[src/rtl/ftt_pkg.sv]
`timescale 1ns/1ps
package ftt_pkg;
  localparam int NUM_TAPS = 4;
  // count bit watched by each request: 1 Hz, 2 Hz, 8 Hz, 32 Hz
  localparam int TAP_POS [NUM_TAPS] = '{7, 6, 4, 2};
  localparam int PRIO_W = 2;

  typedef enum logic [1:0] {
    REG_CTRL  = 2'd0,
    REG_COUNT = 2'd1,
    REG_CFG   = 2'd2,
    REG_FLAGS = 2'd3
  } reg_sel_e;

  // bit 'pos' drops on an increment exactly when bits pos..0 are all ones
  function automatic logic bit_drops_on_step(input logic [31:0] value, input int pos);
    logic [31:0] mask;
    mask = (32'd1 << (pos + 1)) - 32'd1;
    return (value & mask) == mask;
  endfunction

  // prescaler wrap test shared by the datapath
  function automatic logic pre_at_end(input logic [31:0] pre, input int div);
    return pre == 32'(div - 1);
  endfunction
endpackage

[src/rtl/ftt_prescaler.sv]
`timescale 1ns/1ps
module ftt_prescaler #(
  parameter int PRE_DIV = 128
) (
  input  logic clk,
  input  logic rst_n,
  input  logic tick_en,
  input  logic run,
  input  logic clear,
  output logic step
);
  localparam int PW = (PRE_DIV > 1) ? $clog2(PRE_DIV) : 1;

  logic [PW-1:0] pre_q;
  logic          at_end;

  assign at_end = ftt_pkg::pre_at_end(32'(pre_q), PRE_DIV);
  assign step   = run && tick_en && at_end;

  always_ff @(posedge clk or negedge rst_n) begin
    if (!rst_n) begin
      pre_q <= '0;
    end else if (clear) begin
      pre_q <= '0;
    end else if (run && tick_en) begin
      pre_q <= at_end ? '0 : pre_q + 1'b1;
    end
  end
endmodule

[src/rtl/ftt_counter.sv]
`timescale 1ns/1ps
module ftt_counter #(
  parameter int CNT_W    = 8,
  parameter int NUM_TAPS = ftt_pkg::NUM_TAPS
) (
  input  logic                clk,
  input  logic                rst_n,
  input  logic                step,
  input  logic                clear,
  output logic [CNT_W-1:0]    cnt,
  output logic [NUM_TAPS-1:0] tap_evt
);
  logic live_step;

  // a clear overrides a step, so it can never produce a tap event
  assign live_step = step && !clear;

  always_ff @(posedge clk or negedge rst_n) begin
    if (!rst_n) begin
      cnt <= '0;
    end else if (clear) begin
      cnt <= '0;
    end else if (live_step) begin
      cnt <= cnt + 1'b1;
    end
  end

  for (genvar i = 0; i < NUM_TAPS; i++) begin : g_tap
    assign tap_evt[i] = live_step &&
                        ftt_pkg::bit_drops_on_step(32'(cnt), ftt_pkg::TAP_POS[i]);
  end
endmodule

[src/rtl/ftt_flags.sv]
`timescale 1ns/1ps
module ftt_flags #(
  parameter int NUM_TAPS = ftt_pkg::NUM_TAPS
) (
  input  logic                clk,
  input  logic                rst_n,
  input  logic [NUM_TAPS-1:0] set_evt,
  input  logic [NUM_TAPS-1:0] clr_mask,
  output logic [NUM_TAPS-1:0] flags
);
  for (genvar i = 0; i < NUM_TAPS; i++) begin : g_flag
    always_ff @(posedge clk or negedge rst_n) begin
      if (!rst_n) begin
        flags[i] <= 1'b0;
      end else if (set_evt[i]) begin
        flags[i] <= 1'b1;
      end else if (clr_mask[i]) begin
        flags[i] <= 1'b0;
      end
    end
  end
endmodule

[src/rtl/frac_tick_timer.sv]
`timescale 1ns/1ps
module frac_tick_timer #(
  parameter int CNT_W   = 8,
  parameter int PRE_DIV = 128,
  parameter int DATA_W  = 8
) (
  input  logic              clk,
  input  logic              rst_n,
  input  logic              tick_en,
  input  logic              bus_wr,
  input  logic [1:0]        bus_addr,
  input  logic [DATA_W-1:0] bus_wdata,
  output logic [DATA_W-1:0] bus_rdata,
  output logic              irq_req,
  output logic [1:0]        irq_prio
);
  import ftt_pkg::*;
  localparam int NT = NUM_TAPS;

  logic [CNT_W-1:0]  cnt_q;
  logic [NT-1:0]     tap_evt;
  logic [NT-1:0]     flag_q;
  logic [NT-1:0]     en_q;
  logic [PRIO_W-1:0] prio_q;
  logic              run_q;
  logic              step;
  logic              clr_cmd;
  logic              wr_ctrl, wr_cfg, wr_flags;
  logic [NT-1:0]     clr_mask;
  reg_sel_e          sel;

  assign sel      = reg_sel_e'(bus_addr);
  assign wr_ctrl  = bus_wr && (sel == REG_CTRL);
  assign wr_cfg   = bus_wr && (sel == REG_CFG);
  assign wr_flags = bus_wr && (sel == REG_FLAGS);
  assign clr_cmd  = wr_ctrl && bus_wdata[1];
  assign clr_mask = wr_flags ? bus_wdata[NT-1:0] : '0;

  always_ff @(posedge clk or negedge rst_n) begin
    if (!rst_n) begin
      run_q  <= 1'b0;
      en_q   <= '0;
      prio_q <= '0;
    end else begin
      if (wr_ctrl) run_q <= bus_wdata[0];
      if (wr_cfg) begin
        en_q   <= bus_wdata[NT-1:0];
        prio_q <= bus_wdata[NT+PRIO_W-1:NT];
      end
    end
  end

  ftt_prescaler #(.PRE_DIV(PRE_DIV)) u_pre (
    .clk(clk), .rst_n(rst_n), .tick_en(tick_en),
    .run(run_q), .clear(clr_cmd), .step(step)
  );

  ftt_counter #(.CNT_W(CNT_W), .NUM_TAPS(NT)) u_cnt (
    .clk(clk), .rst_n(rst_n), .step(step), .clear(clr_cmd),
    .cnt(cnt_q), .tap_evt(tap_evt)
  );

  ftt_flags #(.NUM_TAPS(NT)) u_flg (
    .clk(clk), .rst_n(rst_n), .set_evt(tap_evt),
    .clr_mask(clr_mask), .flags(flag_q)
  );

  always_comb begin
    bus_rdata = '0;
    unique case (sel)
      REG_CTRL:  bus_rdata[0] = run_q;
      REG_COUNT: bus_rdata[CNT_W-1:0] = cnt_q;
      REG_CFG: begin
        bus_rdata[NT-1:0]           = en_q;
        bus_rdata[NT+PRIO_W-1:NT]   = prio_q;
      end
      REG_FLAGS: bus_rdata[NT-1:0]  = flag_q;
    endcase
  end

  assign irq_prio = prio_q;
  assign irq_req  = (prio_q != '0) && ((flag_q & en_q) != '0);
endmodule

[config.mk]
export PLATFORM = sky130hd
export DESIGN_NAME = frac_tick_timer
export DESIGN_NICKNAME = d
export VERILOG_FILES = /design/src/rtl/ftt_pkg.sv /design/src/rtl/ftt_prescaler.sv /design/src/rtl/ftt_counter.sv /design/src/rtl/ftt_flags.sv /design/src/rtl/frac_tick_timer.sv
export SDC_FILE = /design/constraint.sdc
export NUM_CORES = 1
export LEC_CHECK = 0
export CORE_UTILIZATION = 45
export DETAILED_ROUTE_END_ITERATION = 6
export GPL_TIMING_DRIVEN = 1
export PLACE_DENSITY = 0.7
export REMOVE_ABC_BUFFERS = 1
export SYNTH_ARGS = -nofsm -noshare
export SYNTH_HDL_FRONTEND = slang
export SYNTH_HIERARCHICAL = 1
export SYNTH_SLANG_ARGS = --single-unit
[constraint.sdc]
create_clock -name clk -period 4.8 [get_ports clk]
set_clock_uncertainty 0.05 [all_clocks]
set_input_delay 0.96 -clock clk [delete_from_list [all_inputs] [get_ports clk]]
set_output_delay 0.96 -clock clk [all_outputs]
set_load 0.05 [all_outputs]
==> impl_results.md <==
* Status: finished, final reports clean
* Input/output buffers at 22
* Hold crit path type: flip-flop to flip-flop
* VDD IR max at 0.0001642 V
* Routed Antenna Nets at 0
* I/O pin cnt at 25
* Avg WL per Cell at 15.17 µm
* DRT iter0 DRCs at 100
* Distinct cells, synth at 33
* Post-Syn Instances at about 140
* H-tree depth at 1
* Initial antenna violation count at 0
* PostCTS Resize Cnt at 0
* Root buffer cell: clkbuf_4
* P&R area growth vs syn at 21.34%
* Crit-path max FO at 7
* Setup crit start kind: primary input
* PwrDens at 280.0 mW/mm²
* Num CTS Buffers at 3
* Clk slew on worst S/H paths at between 0.1 and 0.15 ns
* Critical Path Sink Type: primary output
* Max transition margin at 55.18%
* YS warnings at 6
* Synth Area per Inst at 10.21 µm²
* Netlist Area Pre-Place at 0.001460 mm²
* Sequential fraction of the synthesis area at 44.56%
* Largest net degree at the start of global routing at 27
* Synth area leader: dfrtp_1
* Dpl cell area at approximately 0.0017 mm²
* Setup Viol. Count Final at 0
* Hold buffers post-CTS at 0
* Tmin final at 4.100 ns
* Fillcell total at 292
* Final net count at 192
* Post-placement cell count at between 200 and 250
* FMAX at 243.9 MHz
* Die height at 58.96 µm
* Clock Path Buffers at 2
* Core box area at around 0.003 mm²
* Drt total wl at 3231 µm
* Max-slew violations at 0
* Fin crit share at 85.42%
* Starting Density at 47.44%
* Critical path arrival at between 3 and 4 ns
* Vias in the first global route at approximately 1.2k
* Pleak at 0.8214 nW
* RSZ-0062 raised after global routing: no
* Placer Congestion at between 0.8 and 0.9
* Hold Path Depth at 1
* Critical path type: primary input to primary output
* Row count at 20
* Top-area cell type share of the netlist area at between 40 and 50%
* Final instance area at 0.001772 mm²
* Vias post-DR at 1211
* Die Wd at between 50 and 60 µm
* Pre-CTS worst setup slack at 0.7171 ns
* Seq cells post-synth at 26
* Residual DRC at 0
* Layout cells sized above 1 at ~11%
* Setup TNS at 0 ns
* First-pass GRT wire length at 5520 µm
* Remaining global-route overflow at 0
* Post-CTS setup buffers at 0
* Leading post-synthesis cells by cell area: dfrtp_1 (45%), ha_1 (6.9%), mux2_2 (5.4%), a21oi_1 (3.4%), and3_1 (3.0%)
* Ant diodes at 0
* Final Worst Setup Slack at 0.6999 ns
* Non-filler cells, final at 213
* TritonCTS clock tree: built
* Max cap viols at 0
* R2R depth at 7
* Post-DP HPWL at 2416 µm
* Worst-Margin Slew at 0.6723 ns
* Die Area at approximately 0.0035 mm²
* Final Hold Fails at 0
* Hold slack at about 0.48 ns
* Clock Sink Count at 26
* Clk_lat worst skew at 0.32 ns
* Total GRT Usage at 21.54%
* First-pass DRT Iterations at 4
* Number of vias per cell at 5.685
* CP required at 3.79 ns
==> synth_stat cells <==
library cell and n:
dfrtp_1 26, nor2_1 11, a21oi_1 10, nand2_1 10
ha_1 8, inv_1 8, and3_1 7, mux2_2 7
a21o_1 4, a222oi_1 4, a22oi_1 4, o21ai_0 4
or3_1 4, and2_1 3, mux2i_1 3, o21ai_1 3
o31ai_1 3, xor2_1 3, and3b_1 2, nand3_1 2
nand4_1 2, nand4_2 2, nor2b_1 2, or4_1 2
a21oi_2 1, buf_6 1, clkbuf_1 1, nand2_4 1
nand4b_1 1, nor3_1 1, nor3b_2 1, or3_2 1
xnor2_1 1
==> power by group <==
group	leakage, nW	internal [mW]	switching [mW]
clock network	0.0210	0.0464	0.0655
registers	0.344	0.245	0.0256
logic	0.456	0.0500	0.0641
total	0.821	0.341	0.155
==> cells by family (layout without fill, tap and decap cells) <==
group,count (synthesis),in the layout,synth area share [%]
multiplexers,10,10,7.455
buffers and inverters,10,36,3.085
flip-flops,26,26,44.56
XOR/XNOR,4,4,2.400
adder cells (fa/ha/maj),8,8,6.855
AND/OR/NAND/NOR,52,52,20.82
AO/OA/AOI/OAI,33,33,14.82
==> registers in the layout, indices dropped and copies added (netlist names) <==
| name | count |
|---|---|
| u_flg/flags | 4 |
| irq_prio | 2 |
| u_pre/pre_q | 7 |
| run_q | 1 |
| u_cnt/cnt | 8 |
| en_q | 4 |
==> cell usage in the layout, fill, tap and decap left out, types with 7 or more instances in the layout <==
master	n
a21oi_1	10
and3_1	7
clkdlybuf4s50_1	22
dfrtp_1	26
ha_1	8
inv_1	8
mux2_2	7
nand2_1	10
nor2_1	11
==> path summary, 6_finish.rpt <==
check | start | end | slack, ns
hold reg to reg | u_flg/flags[3] | u_flg/flags[3] | 0.48
max in group asynchronous | rst_n | u_cnt/cnt[3] | 3.52
setup reg to reg | u_pre/pre_q[0] | u_cnt/cnt[5] | 2.81
hold / removal | u_flg/flags[3] | u_flg/flags[3] | 0.48
setup / recovery | bus_addr[0] | bus_rdata[0] | 0.70
min in group asynchronous | rst_n | irq_prio[0] | 0.93
==> stage by stage <==
| stage | total power, mW | utilization [%] |
|---|---|---|
| after CTS | 0.4987 | 57.56 |
| after global placement | 0.3816 | 56.38 |
| after global routing | 0.5253 | 57.56 |
| final | 0.4961 | 57.56 |
| after floorplan | 0.3414 | - |
| after detailed placement | 0.3887 | 56.38 |
==> cell type report <==
cell class | count | area [µm²] | area share [%]
Inverter | 8 | 30.03 | 1.695
Sequential cell | 26 | 650.6 | 36.72
Multi-Input combinational cell | 107 | 764.5 | 43.15
Timing Repair Buffer | 24 | 235.2 | 13.28
Tap cell | 44 | 55.05 | 3.107
Clock buffer | 4 | 36.28 | 2.048
==> metal layers <==
| metal | global-route usage, % | wire length, µm | up-vias | share of wire, % |
|---|---|---|---|---|
| met4 | 7.823 | 34 | 0 | 1.1 |
| met5 | 0 | 0 | - | 0 |
| met2 | 33.28 | 1507 | 38 | 47 |
| li1 | - | - | 580 | - |
| met1 | 31.07 | 1524 | 589 | 47 |
| met3 | 2.637 | 165 | 4 | 5.1 |
==> worst max-delay path, stage by stage <==
cell	delay, ns
clkdlybuf4s50_1	0.51
inv_1	0.08
ha_1	0.32
a222oi_1	0.36
mux2i_1	0.13
clkdlybuf4s50_1	0.72
(Power assumes the default switching activity.)
